[src/rtl/eser_pkg.sv]
package eser_pkg;

    typedef enum logic [2:0] {
        MODE_OFF    = 3'd0,
        MODE_X8_80  = 3'd1,
        MODE_X4_160 = 3'd2,
        MODE_X2_320 = 3'd3,
        MODE_LANE2  = 3'd4,
        MODE_LANE4  = 3'd5,
        MODE_LANE8  = 3'd6
    } eser_mode_e;

    // How the slice is spread: enabled, bonded, log2 of links used
    typedef struct packed {
        logic       on;
        logic       lane;
        logic [1:0] nlog;
    } eser_layout_t;

    // Reserved code folds onto the off setting
    function automatic eser_mode_e to_mode(input logic [2:0] code);
        if (code == 3'd7) return MODE_OFF;
        return eser_mode_e'(code);
    endfunction

    function automatic eser_layout_t layout_of(input eser_mode_e m);
        eser_layout_t r;
        r = '0;
        case (m)
            MODE_X8_80:  r = '{on: 1'b1, lane: 1'b0, nlog: 2'd3};
            MODE_X4_160: r = '{on: 1'b1, lane: 1'b0, nlog: 2'd2};
            MODE_X2_320: r = '{on: 1'b1, lane: 1'b0, nlog: 2'd1};
            MODE_LANE2:  r = '{on: 1'b1, lane: 1'b1, nlog: 2'd1};
            MODE_LANE4:  r = '{on: 1'b1, lane: 1'b1, nlog: 2'd2};
            MODE_LANE8:  r = '{on: 1'b1, lane: 1'b1, nlog: 2'd3};
            default:     r = '0;
        endcase
        return r;
    endfunction

endpackage

[src/rtl/eser_frame_ctrl.sv]
module eser_frame_ctrl
    import eser_pkg::*;
#(
    parameter int SLICE_W   = 16,
    parameter int FRAME_CYC = 8,
    localparam int PH_W     = $clog2(FRAME_CYC)
) (
    input  logic               clk_i,
    input  logic               rst_i,
    input  logic               frame_stb_i,
    input  logic [2:0]         mode_cfg_i,
    input  logic [SLICE_W-1:0] slice_i,
    output eser_mode_e         mode_q_o,
    output logic [SLICE_W-1:0] slice_q_o,
    output logic [PH_W-1:0]    phase_q_o
);

    localparam logic [PH_W-1:0] PH_LAST = PH_W'(FRAME_CYC - 1);

    always_ff @(posedge clk_i) begin
        if (rst_i) begin
            mode_q_o  <= MODE_OFF;
            slice_q_o <= '0;
            phase_q_o <= '0;
        end else if (frame_stb_i) begin
            mode_q_o  <= to_mode(mode_cfg_i);
            slice_q_o <= slice_i;
            phase_q_o <= '0;
        end else begin
            phase_q_o <= (phase_q_o == PH_LAST) ? '0 : phase_q_o + 1'b1;
        end
    end

    // setting and payload stay put between strobes
    p_hold_between_strobes_r2: assert property (@(posedge clk_i) disable iff (rst_i)
        !frame_stb_i |=> ($stable(mode_q_o) && $stable(slice_q_o)));

    // a strobe restarts the frame
    p_restart_on_strobe_r10: assert property (@(posedge clk_i) disable iff (rst_i)
        frame_stb_i |=> (phase_q_o == '0));

    // without a strobe the phase steps by one
    p_phase_step_r10: assert property (@(posedge clk_i) disable iff (rst_i)
        (!frame_stb_i && phase_q_o != PH_LAST) |=> (phase_q_o == $past(phase_q_o) + 1'b1));

endmodule

[src/rtl/eser_link_pick.sv]
module eser_link_pick
    import eser_pkg::*;
#(
    parameter int LINK_IDX  = 0,
    parameter int SLICE_W   = 16,
    parameter int FRAME_CYC = 8,
    localparam int PH_W     = $clog2(FRAME_CYC),
    localparam int SL_LOG   = $clog2(SLICE_W)
) (
    input  eser_layout_t       lay_i,
    input  logic [PH_W-1:0]    phase_i,
    input  logic [SLICE_W-1:0] slice_i,
    output logic               bit_o,
    output logic               clk_o
);

    int                blog;
    int                hlog;
    logic [PH_W-1:0]   t;
    logic [SL_LOG-1:0] idx;
    logic              act;

    always_comb begin
        blog = 0;
        hlog = 0;
        t    = '0;
        idx  = '0;
        act  = 1'b0;
        if (lay_i.on) begin
            // bits per link = 2^blog, cycles per bit = 2^hlog
            blog = SL_LOG - int'(lay_i.nlog);
            hlog = PH_W - blog;
            t    = phase_i >> hlog;
            act  = (LINK_IDX >> lay_i.nlog) == 0;
            if (lay_i.lane)
                idx = SL_LOG'((int'(t) << lay_i.nlog) + LINK_IDX);
            else
                idx = SL_LOG'((LINK_IDX << blog) + int'(t));
        end
        bit_o = act & slice_i[SL_LOG'(SLICE_W - 1) - idx];
        clk_o = act & ~t[0];
    end

endmodule

[src/rtl/eser_out_reg.sv]
module eser_out_reg #(
    parameter int LINKS = 8
) (
    input  logic             clk_i,
    input  logic             rst_i,
    input  logic [LINKS-1:0] d_nxt_i,
    input  logic [LINKS-1:0] c_nxt_i,
    output logic [LINKS-1:0] dout_o,
    output logic [LINKS-1:0] lclk_o
);

    always_ff @(posedge clk_i) begin
        if (rst_i) begin
            dout_o <= '0;
            lclk_o <= '0;
        end else begin
            dout_o <= d_nxt_i;
            lclk_o <= c_nxt_i;
        end
    end

endmodule

[src/rtl/eser_group_tx.sv]
module eser_group_tx
    import eser_pkg::*;
#(
    parameter int LINKS     = 8,
    parameter int SLICE_W   = 16,
    parameter int FRAME_CYC = 8
) (
    input  logic               clk_i,
    input  logic               rst_i,
    input  logic               frame_stb_i,
    input  logic [2:0]         mode_cfg_i,
    input  logic [SLICE_W-1:0] slice_i,
    output logic [LINKS-1:0]   ser_dout_o,
    output logic [LINKS-1:0]   ser_lclk_o
);

    localparam int PH_W = $clog2(FRAME_CYC);

    eser_mode_e         cur_mode;
    logic [SLICE_W-1:0] slice_q;
    logic [PH_W-1:0]    phase_q;
    eser_layout_t       lay;
    logic [LINKS-1:0]   d_nxt;
    logic [LINKS-1:0]   c_nxt;

    eser_frame_ctrl #(
        .SLICE_W   (SLICE_W),
        .FRAME_CYC (FRAME_CYC)
    ) u_ctrl (
        .clk_i       (clk_i),
        .rst_i       (rst_i),
        .frame_stb_i (frame_stb_i),
        .mode_cfg_i  (mode_cfg_i),
        .slice_i     (slice_i),
        .mode_q_o    (cur_mode),
        .slice_q_o   (slice_q),
        .phase_q_o   (phase_q)
    );

    assign lay = layout_of(cur_mode);

    for (genvar k = 0; k < LINKS; k++) begin : g_link
        eser_link_pick #(
            .LINK_IDX  (k),
            .SLICE_W   (SLICE_W),
            .FRAME_CYC (FRAME_CYC)
        ) u_pick (
            .lay_i   (lay),
            .phase_i (phase_q),
            .slice_i (slice_q),
            .bit_o   (d_nxt[k]),
            .clk_o   (c_nxt[k])
        );
    end

    eser_out_reg #(
        .LINKS (LINKS)
    ) u_oreg (
        .clk_i   (clk_i),
        .rst_i   (rst_i),
        .d_nxt_i (d_nxt),
        .c_nxt_i (c_nxt),
        .dout_o  (ser_dout_o),
        .lclk_o  (ser_lclk_o)
    );

    // reset clears every output on the next edge
    p_reset_quiet_r1: assert property (@(posedge clk_i)
        rst_i |=> (ser_dout_o == '0 && ser_lclk_o == '0));

    // off setting keeps the group silent
    p_off_quiet_r7: assert property (@(posedge clk_i) disable iff (rst_i)
        (cur_mode == MODE_OFF) |=> (ser_dout_o == '0 && ser_lclk_o == '0));

    // two-link formats leave the upper outputs idle
    p_unused_quiet_r6: assert property (@(posedge clk_i) disable iff (rst_i)
        (cur_mode == MODE_X2_320 || cur_mode == MODE_LANE2)
        |=> (ser_dout_o[LINKS-1:2] == '0 && ser_lclk_o[LINKS-1:2] == '0));

    // forwarded clock is high when a frame begins
    p_clk_frame_start_r9: assert property (@(posedge clk_i) disable iff (rst_i)
        (phase_q == '0 && cur_mode != MODE_OFF) |=> ser_lclk_o[0]);

    // all links of an eight-wide lane share one clock phase
    p_lane_clk_match_r8: assert property (@(posedge clk_i) disable iff (rst_i)
        (cur_mode == MODE_LANE8) |=> (ser_lclk_o == {LINKS{ser_lclk_o[0]}}));

endmodule

[config.mk]
export PLATFORM = sky130hd
export DESIGN_NAME = eser_group_tx
export DESIGN_NICKNAME = d
export VERILOG_FILES = /design/src/rtl/eser_pkg.sv /design/src/rtl/eser_frame_ctrl.sv /design/src/rtl/eser_link_pick.sv /design/src/rtl/eser_out_reg.sv /design/src/rtl/eser_group_tx.sv
export SDC_FILE = /design/constraint.sdc
export NUM_CORES = 1
export LEC_CHECK = 0
export BUFFER_PORTS_ARGS = -buffer_cell sky130_fd_sc_hd__buf_2
export CORE_MARGIN = 5
export CORE_UTILIZATION = 59
export DETAILED_ROUTE_END_ITERATION = 10
export GPL_ROUTABILITY_DRIVEN = 0
export PLACE_DENSITY = 0.88
export SLEW_MARGIN = 25
export SYNTH_ARGS = -nofsm -noshare
export SYNTH_HDL_FRONTEND = slang
export SYNTH_SLANG_ARGS = --single-unit
[constraint.sdc]
create_clock -name clk_i -period 5.3 [get_ports clk_i]
set_input_delay 1.59 -clock clk_i [delete_from_list [all_inputs] [get_ports clk_i]]
set_output_delay 1.59 -clock clk_i [all_outputs]
set_load 0.05 [all_outputs]
## Word-level counts from Yosys, hierarchy flattened

Cells that the tools add are included.

| word-level totals | value |
|---|---|
| input port bits | 22 |
| flip-flop bits (word level) | 38 |
| logic and storage cells | 138 |
| output and inout port bits | 16 |

| operators by class | value |
|---|---|
| mux-type cells | 47 |
| magnitude comparators | 8 |
| eq/ne operators | 8 |
| reductions and logical operators | 9 |
| add/subtract/negate cells | 26 |
| shift-type cells | 18 |
| bitwise operators | 17 |

Operators by type and width:

| operator | number |
|---|---|
| $logic_not A32 Y1 | 8 |
| $shl A3 B32 Y4 const A | 4 |
| $shr A3 B2 Y32 const A | 4 |
| $mux W4 | 16 |
| $shl A1 B32 Y4 const A | 2 |
| $shl A2 B32 Y4 const A | 2 |
| $shr A1 B2 Y32 const A | 2 |
| $shr A2 B2 Y32 const A | 2 |
| $lt A4 B5 Y1 const B | 8 |
| $add A4 B4 Y4 | 8 |
| $bmux W1 S4 | 8 |
| $shr A3 B32 Y3 | 1 |
| $sub A3 B32 Y32 const A | 1 |
| $sub A4 B4 Y4 const A | 8 |
| $pmux W4 S6 | 1 |
| $mux W1 | 20 |
| $add A4 B4 Y4 const B | 4 |
| $and A1 B1 Y1 | 16 |
| $eq A3 B3 Y1 const B | 5 |
| $add A4 B3 Y4 const B | 2 |
| $eq A3 B2 Y1 const B | 2 |
| $mux W3 | 2 |
| $add A4 B2 Y4 const B | 1 |
| $shl A3 B2 Y4 | 1 |
| 5 further kinds | 5 |

## Longest topological paths before layout

| logic depth | value |
|---|---|
| depth in word-level cells | 13 |
| mapped depth | 17 |
| depth with buffers taken out | 14 |

## Hierarchy

Synthesis repeated with hierarchy kept, for this count alone.

| unflattened totals | value |
|---|---|
| cells, all modules | 650 |
| area, all modules | 5,615.4 µm² |

By module, submodules not included:

| module | sequential area each (µm²) | cells an instance | times used | area an instance (µm²) |
|---|---|---|---|---|
| eser_frame_ctrl | 440.4 | 77 | 1 | 839.6 |
| eser_link_pick (g_link[5].u_pick) | 0.0 | 85 | 1 | 628.1 |
| eser_link_pick (g_link[3].u_pick) | 0.0 | 71 | 1 | 626.9 |
| eser_link_pick (g_link[1].u_pick) | 0.0 | 74 | 1 | 598.1 |
| eser_link_pick (g_link[7].u_pick) | 0.0 | 72 | 1 | 549.3 |
| eser_link_pick (g_link[6].u_pick) | 0.0 | 62 | 1 | 539.3 |
| eser_link_pick (g_link[2].u_pick) | 0.0 | 66 | 1 | 536.8 |
| eser_out_reg | 320.3 | 33 | 1 | 464.2 |
| eser_link_pick (g_link[4].u_pick) | 0.0 | 55 | 1 | 425.4 |
| eser_link_pick (g_link[0].u_pick) | 0.0 | 50 | 1 | 367.9 |
| eser_group_tx | 0.0 | 5 | 1 | 40.0 |

## Worst setup path before layout

No wires, ideal clock.

| timing | value |
|---|---|
| path kind | flip-flop to flip-flop |
| start point | register u_ctrl.mode_q_o[0] |
| end point | register u_oreg.dout_o[1] |
| stages on the path, launching flop included | 17 |
| period minus slack after synthesis | 3.960 ns |
| data arrival time | 3.845 ns |
| buffers on the path | 3 |
| library setup time | 0.115 ns |
| slack | 1.340 ns |
| data required time | 5.185 ns |
| cell sequence | dfxtp_1 > buf_6 > xnor2_4 > buf_6 > ha_1 > buf_2 > mux2i_1 > or2_4 > a21oi_1 > ha_1 > inv_1 > fa_1 > o21ai_1 > mux2_2 > mux2i_1 > nor2_1 > a2111oi_0 |

| between the ends | value |
|---|---|
| cells in the longest elaborated chain, start to end | 13 |
| elaborated cells on any way between the ends | 23 |
| classes of those cells | add/sub: 5; eq/ne: 6; shift: 4; mux: 6; bitwise: 1; reduce/logical: 1 |

RTL lines:

| element | RTL line | RTL |
|---|---|---|
| start, declared | eser_frame_ctrl.sv:13 | `output eser_mode_e mode_q_o,` |
| start signal, assigned | eser_frame_ctrl.sv:26 | `mode_q_o <= to_mode(mode_cfg_i);` |
| $eq A3 B3 Y1 (tied with other cells) | eser_pkg.sv:29 | `case (m)` |
| $pmux W4 S6 * | eser_pkg.sv:29 |  |
| $sub A3 B2 Y4 | eser_link_pick.sv:31 | `blog = SL_LOG - int'(lay_i.nlog);` |
| $sub A3 B32 Y32 | eser_link_pick.sv:32 | `hlog = PH_W - blog;` |
| $shr A3 B32 Y3 | eser_link_pick.sv:33 | `t = phase_i >> hlog;` |
| $shl A3 B2 Y4 | eser_link_pick.sv:36 | `idx = SL_LOG'((int'(t) << lay_i.nlog) + LINK_IDX);` |
| $add A4 B2 Y4 | eser_link_pick.sv:36 |  |
| $mux W4 | eser_link_pick.sv:35 | `if (lay_i.lane)` |
| $mux W4 | eser_link_pick.sv:29 | `if (lay_i.on) begin` |
| $sub A4 B4 Y4 | eser_link_pick.sv:40 | `bit_o = act & slice_i[SL_LOG'(SLICE_W - 1) - idx];` |
| $bmux W1 S4 | eser_link_pick.sv:40 |  |
| $mux W1 (implied by the code) | eser_link_pick.sv:40 |  |
| $and A1 B1 Y1 * | eser_link_pick.sv:40 |  |
| end signal, assigned | eser_out_reg.sv:17 | `dout_o <= d_nxt_i;` |
| end, declared | eser_out_reg.sv:8 | `output logic [LINKS-1:0] dout_o,` |

Mark *: on every way between the ends. The rest lies on a longest branch, timed or not. The select of a mux whose other input is x is not followed.
A chain may end at the register's enable or synchronous reset.

## Final worst setup path

| timing | value |
|---|---|
| start point | register u_ctrl.mode_q_o[2] |
| end point | register u_oreg.dout_o[1] |

The elaborated chain is that of the path after synthesis.

==> summary.md <==
| Metric | Value |
|---|---|
| Status | finished, final reports clean |
| Synth warnings | 0 |
| Detailed placement HPWL | between 6000 and 7000 um |
| Die Wd | approximately 83 um |
| Fmax | between 200 and 250 MHz |
| Cell accounting for the most synthesized area | dfxtp_1 |
| Post-CTS setup repair buffer count | 0 |
| Grt ovf | 0 |
| Fill count | about 450 |
| CTS tree | yes |
| Total CTS buffers | 5 |
| Full die area | a little under 7000 um^2 |
| First-pass GRT wire length | between 10000 and 15000 um |
| Bufs on Longest Clock Path | 2 |
| Area occupied by multi-input gates | around 2200 um^2 |
| Mean area per synthesized cell | around 8.6 um^2 |
| Final Hold Fails | 0 |
| Crit end category | register |
| Worst hold margin | around 0.50 ns |
| Root Buffer | clkbuf_8 |
| Initial antenna violation count | 0 |
| Async S/R FF share, synth | 0 |
| Post-Synthesis Net Count | between 400 and 500 |
| WP data required | about 5.5 ns |
| Port Buf Inserts | 37 |
| Post-synth EDFFs | 0 |
| H-tree depth | 2 |
| CP Launch Type | register |
| Clock sink count | 35 |
| Critical Path End | u_oreg.dout_o[1] |
| Worst clock skew | 0.00584 ns |
| Clock Latency Late Sink | roughly 0.3 ns |
| Data arrival, critical path | slightly below 5 ns |
| Antenna-violating nets left | 0 |
| Setup_tns | 0 ns |
| Final min period | about 4.6 ns |
| Worst slew margin | 0.537 |
| Top Ports | 38 |
| Vias | just under 3000 |
| Overall routed net length | a little over 8000 um |
| Leakage Power | 1.46 nW |
| VDD IR max | roughly 0.19 mV |
| Overall Global Routing Usage | 0.232 |
| Clk slew on worst S/H paths | ~0.07 ns |
| HP Class | register to register |
| Worst-path maximum fanout | 16 |
| Netlist cell types | 71 |
| Final nets | between 400 and 500 |
| Initial Utilization | 0.609 |
| Worst R2R Setup Slack | around 0.67 ns |
| Unrepaired setup endpoints after global routing | false |
| Post-CTS Hold Buffers | 0 |
| Cell Rows | 26 |
| Syn Std Cell Area | between 3000 and 4000 um^2 |
| Synthesized instance count | 363 |
| Synth area leaders | dfxtp_1 22%, mux2i_1 13%, ha_1 8.0%, a211oi_1 4.6%, nand2_1 4.0% |
| Diode count | 0 |
| DIE HEIGHT | ~83 um |
| CP Class | register to register |
| Share of the synthesized area in the top cell type | 0.224 |
| WL/cell | between 15 and 20 um |
| R2R cell count | 13 |
| Final cycle utilization of the critical path | 0.873 |
| Core Box Area | around 5100 um^2 |
| Main flop type after synthesis | dfxtp_1 |
| Worst-Margin Slew | between 0.6 and 0.7 ns |
| Crit path from | u_ctrl.mode_q_o[2] |
| Pwr Density | about 210 nW/um^2 |
| First drt pass iteration count | 5 |
| DRT iter0 DRCs | between 400 and 500 |
| Final setup vio count | 0 |
| Slew Limit Fails | 0 |
| Worst reg2reg startpoint | u_ctrl.mode_q_o[2] |
| Max_cap viols | 0 |
| DR DRC count | 0 |
| Post-CTS Resized | 0 |
| Vias per Instance | between 6 and 7 |
| Seq cells post-synth | 35 |
| Largest net degree at the start of global routing | 27 |
| Sequential-to-total area share from yosys stat | 0.224 |
| Layout cells sized above 1 | 0.197 |
| Vias in the first global route | around 2800 |
| Synth-to-layout area growth | 7.56% |
| FF-to-FF End | u_oreg.dout_o[1] |
| Register area | 701 um^2 |
through the flow:
stage               utilization  std cells  power [mW]  area [um^2]  setup WS (ns)
finish                    0.655        455       0.703         3370          0.672
global placement          0.638        448       0.495         3280          0.922
floorplan                     -        363       0.456         3130           1.34
global route              0.655        455       0.731         3370          0.268
CTS                       0.655        455       0.696         3370          0.730
detailed placement        0.638        448       0.501         3280          0.754
cell families after synthesis:
| group | after synthesis | synth area share |
|---|---|---|
| AO/OA/AOI/OAI | 94 | 0.230 |
| XOR/XNOR | 13 | 0.0448 |
| adder cells (fa/ha/maj) | 21 | 0.0864 |
| buffers and inverters | 37 | 0.0612 |
| flip-flops | 35 | 0.224 |
| multiplexers | 49 | 0.170 |
| AND/OR/NAND/NOR | 114 | 0.184 |
cells in the final DEF, fill, tap and decap left out, drive strengths merged, types with 2 or more instances in the layout:
cell type	instances
mux2i	41
buf	40
dfxtp	35
nand2	33
nor2	33
a211oi	21
ha	20
a21oi	16
inv	12
o21ai	12
nand3	9
xnor2	9
nand2b	8
mux2	7
clkbuf	6
nor3	6
a21o	5
o211ai	5
a2111oi	5
a31oi	4
and2	4
o211a	4
xor2	4
nor4	4
and3	3
or3b	2
nor2b	2
or3	2
o21ba	2
o21bai	2
nor3b	2
a32oi	2
a311oi	2
or2	2
a2bb2oi	2
synth_stat cells, types with 3 or more instances:
master / count
o21ai_0: 10
nand3_1: 9
a211oi_1: 19
a2111oi_0: 3
clkbuf_1: 10
mux2i_1: 40
and3_1: 3
xnor2_1: 8
ha_1: 20
o211ai_1: 4
nor4_1: 3
a31oi_1: 4
dfxtp_1: 35
nor3_1: 5
a21o_1: 5
buf_4: 6
mux2_2: 5
and2_1: 4
nand2_1: 33
nor2_1: 32
buf_2: 6
nand2b_1: 8
o211a_1: 4
xor2_1: 3
buf_6: 3
a21oi_1: 15
inv_1: 10
worst min path at each step:
stage	startpoint	to	slack (ns)	cells past startpoint
5_1_grt	u_ctrl.phase_q_o[0]	u_ctrl.phase_q_o[0]	0.53	1
6_report	u_ctrl.phase_q_o[0]	u_ctrl.phase_q_o[0]	0.50	1
2_1_floorplan	u_ctrl.phase_q_o[0]	u_ctrl.phase_q_o[0]	0.45	1
3_3_place_gp	u_ctrl.phase_q_o[0]	u_ctrl.phase_q_o[0]	0.49	1
4_1_cts	u_ctrl.phase_q_o[0]	u_ctrl.phase_q_o[0]	0.51	1
3_5_place_dp	u_ctrl.phase_q_o[0]	u_ctrl.phase_q_o[0]	0.50	1
worst max-delay path, cell delays in order (launching register included):
cell	delay, ns
dfxtp_1	0.69
xnor2_4	0.28
ha_1	0.59
mux2i_1	0.18
or2_4	0.28
a21oi_1	0.40
ha_1	0.32
inv_1	0.07
fa_1	0.42
o21ai_1	0.36
mux2_2	0.40
mux2i_1	0.13
nor2_1	0.05
a2111oi_0	0.35
metal layers:
metal | vias up | GRT usage | share of wire | wire (um)
met5 | - | 0 | 0 | 0
met1 | 1335 | 0.305 | 0.41 | 3370
li1 | 1369 | - | - | -
met4 | 0 | 0.140 | 0.049 | 401
met2 | 215 | 0.334 | 0.43 | 3460
met3 | 48 | 0.0644 | 0.11 | 910
sequential cells by signal, summed over array words and instances, names as in the netlist:
name and flops:
u_ctrl.slice_q_o 16, u_oreg.dout_o 8, u_oreg.lclk_o 5, u_ctrl.mode_q_o 3
u_ctrl.phase_q_o 3
report_power, final:
part,internal [mW],switching (mW),total (mW)
combinational,0.0770,0.131,0.208
sequential,0.275,0.0186,0.294
clock,0.102,0.0997,0.202
final cells by class:
| class | instances | share of cell area |
|---|---|---|
| Clock buffer | 6 | 0.0245 |
| Clock inverter | 1 | 0.00149 |
| Inverter | 12 | 0.0134 |
| Multi-Input combinational cell | 291 | 0.665 |
| Sequential cell | 35 | 0.208 |
| Tap cell | 70 | 0.0260 |
| Timing Repair Buffer | 40 | 0.0617 |
(Power assumes the default switching activity.)
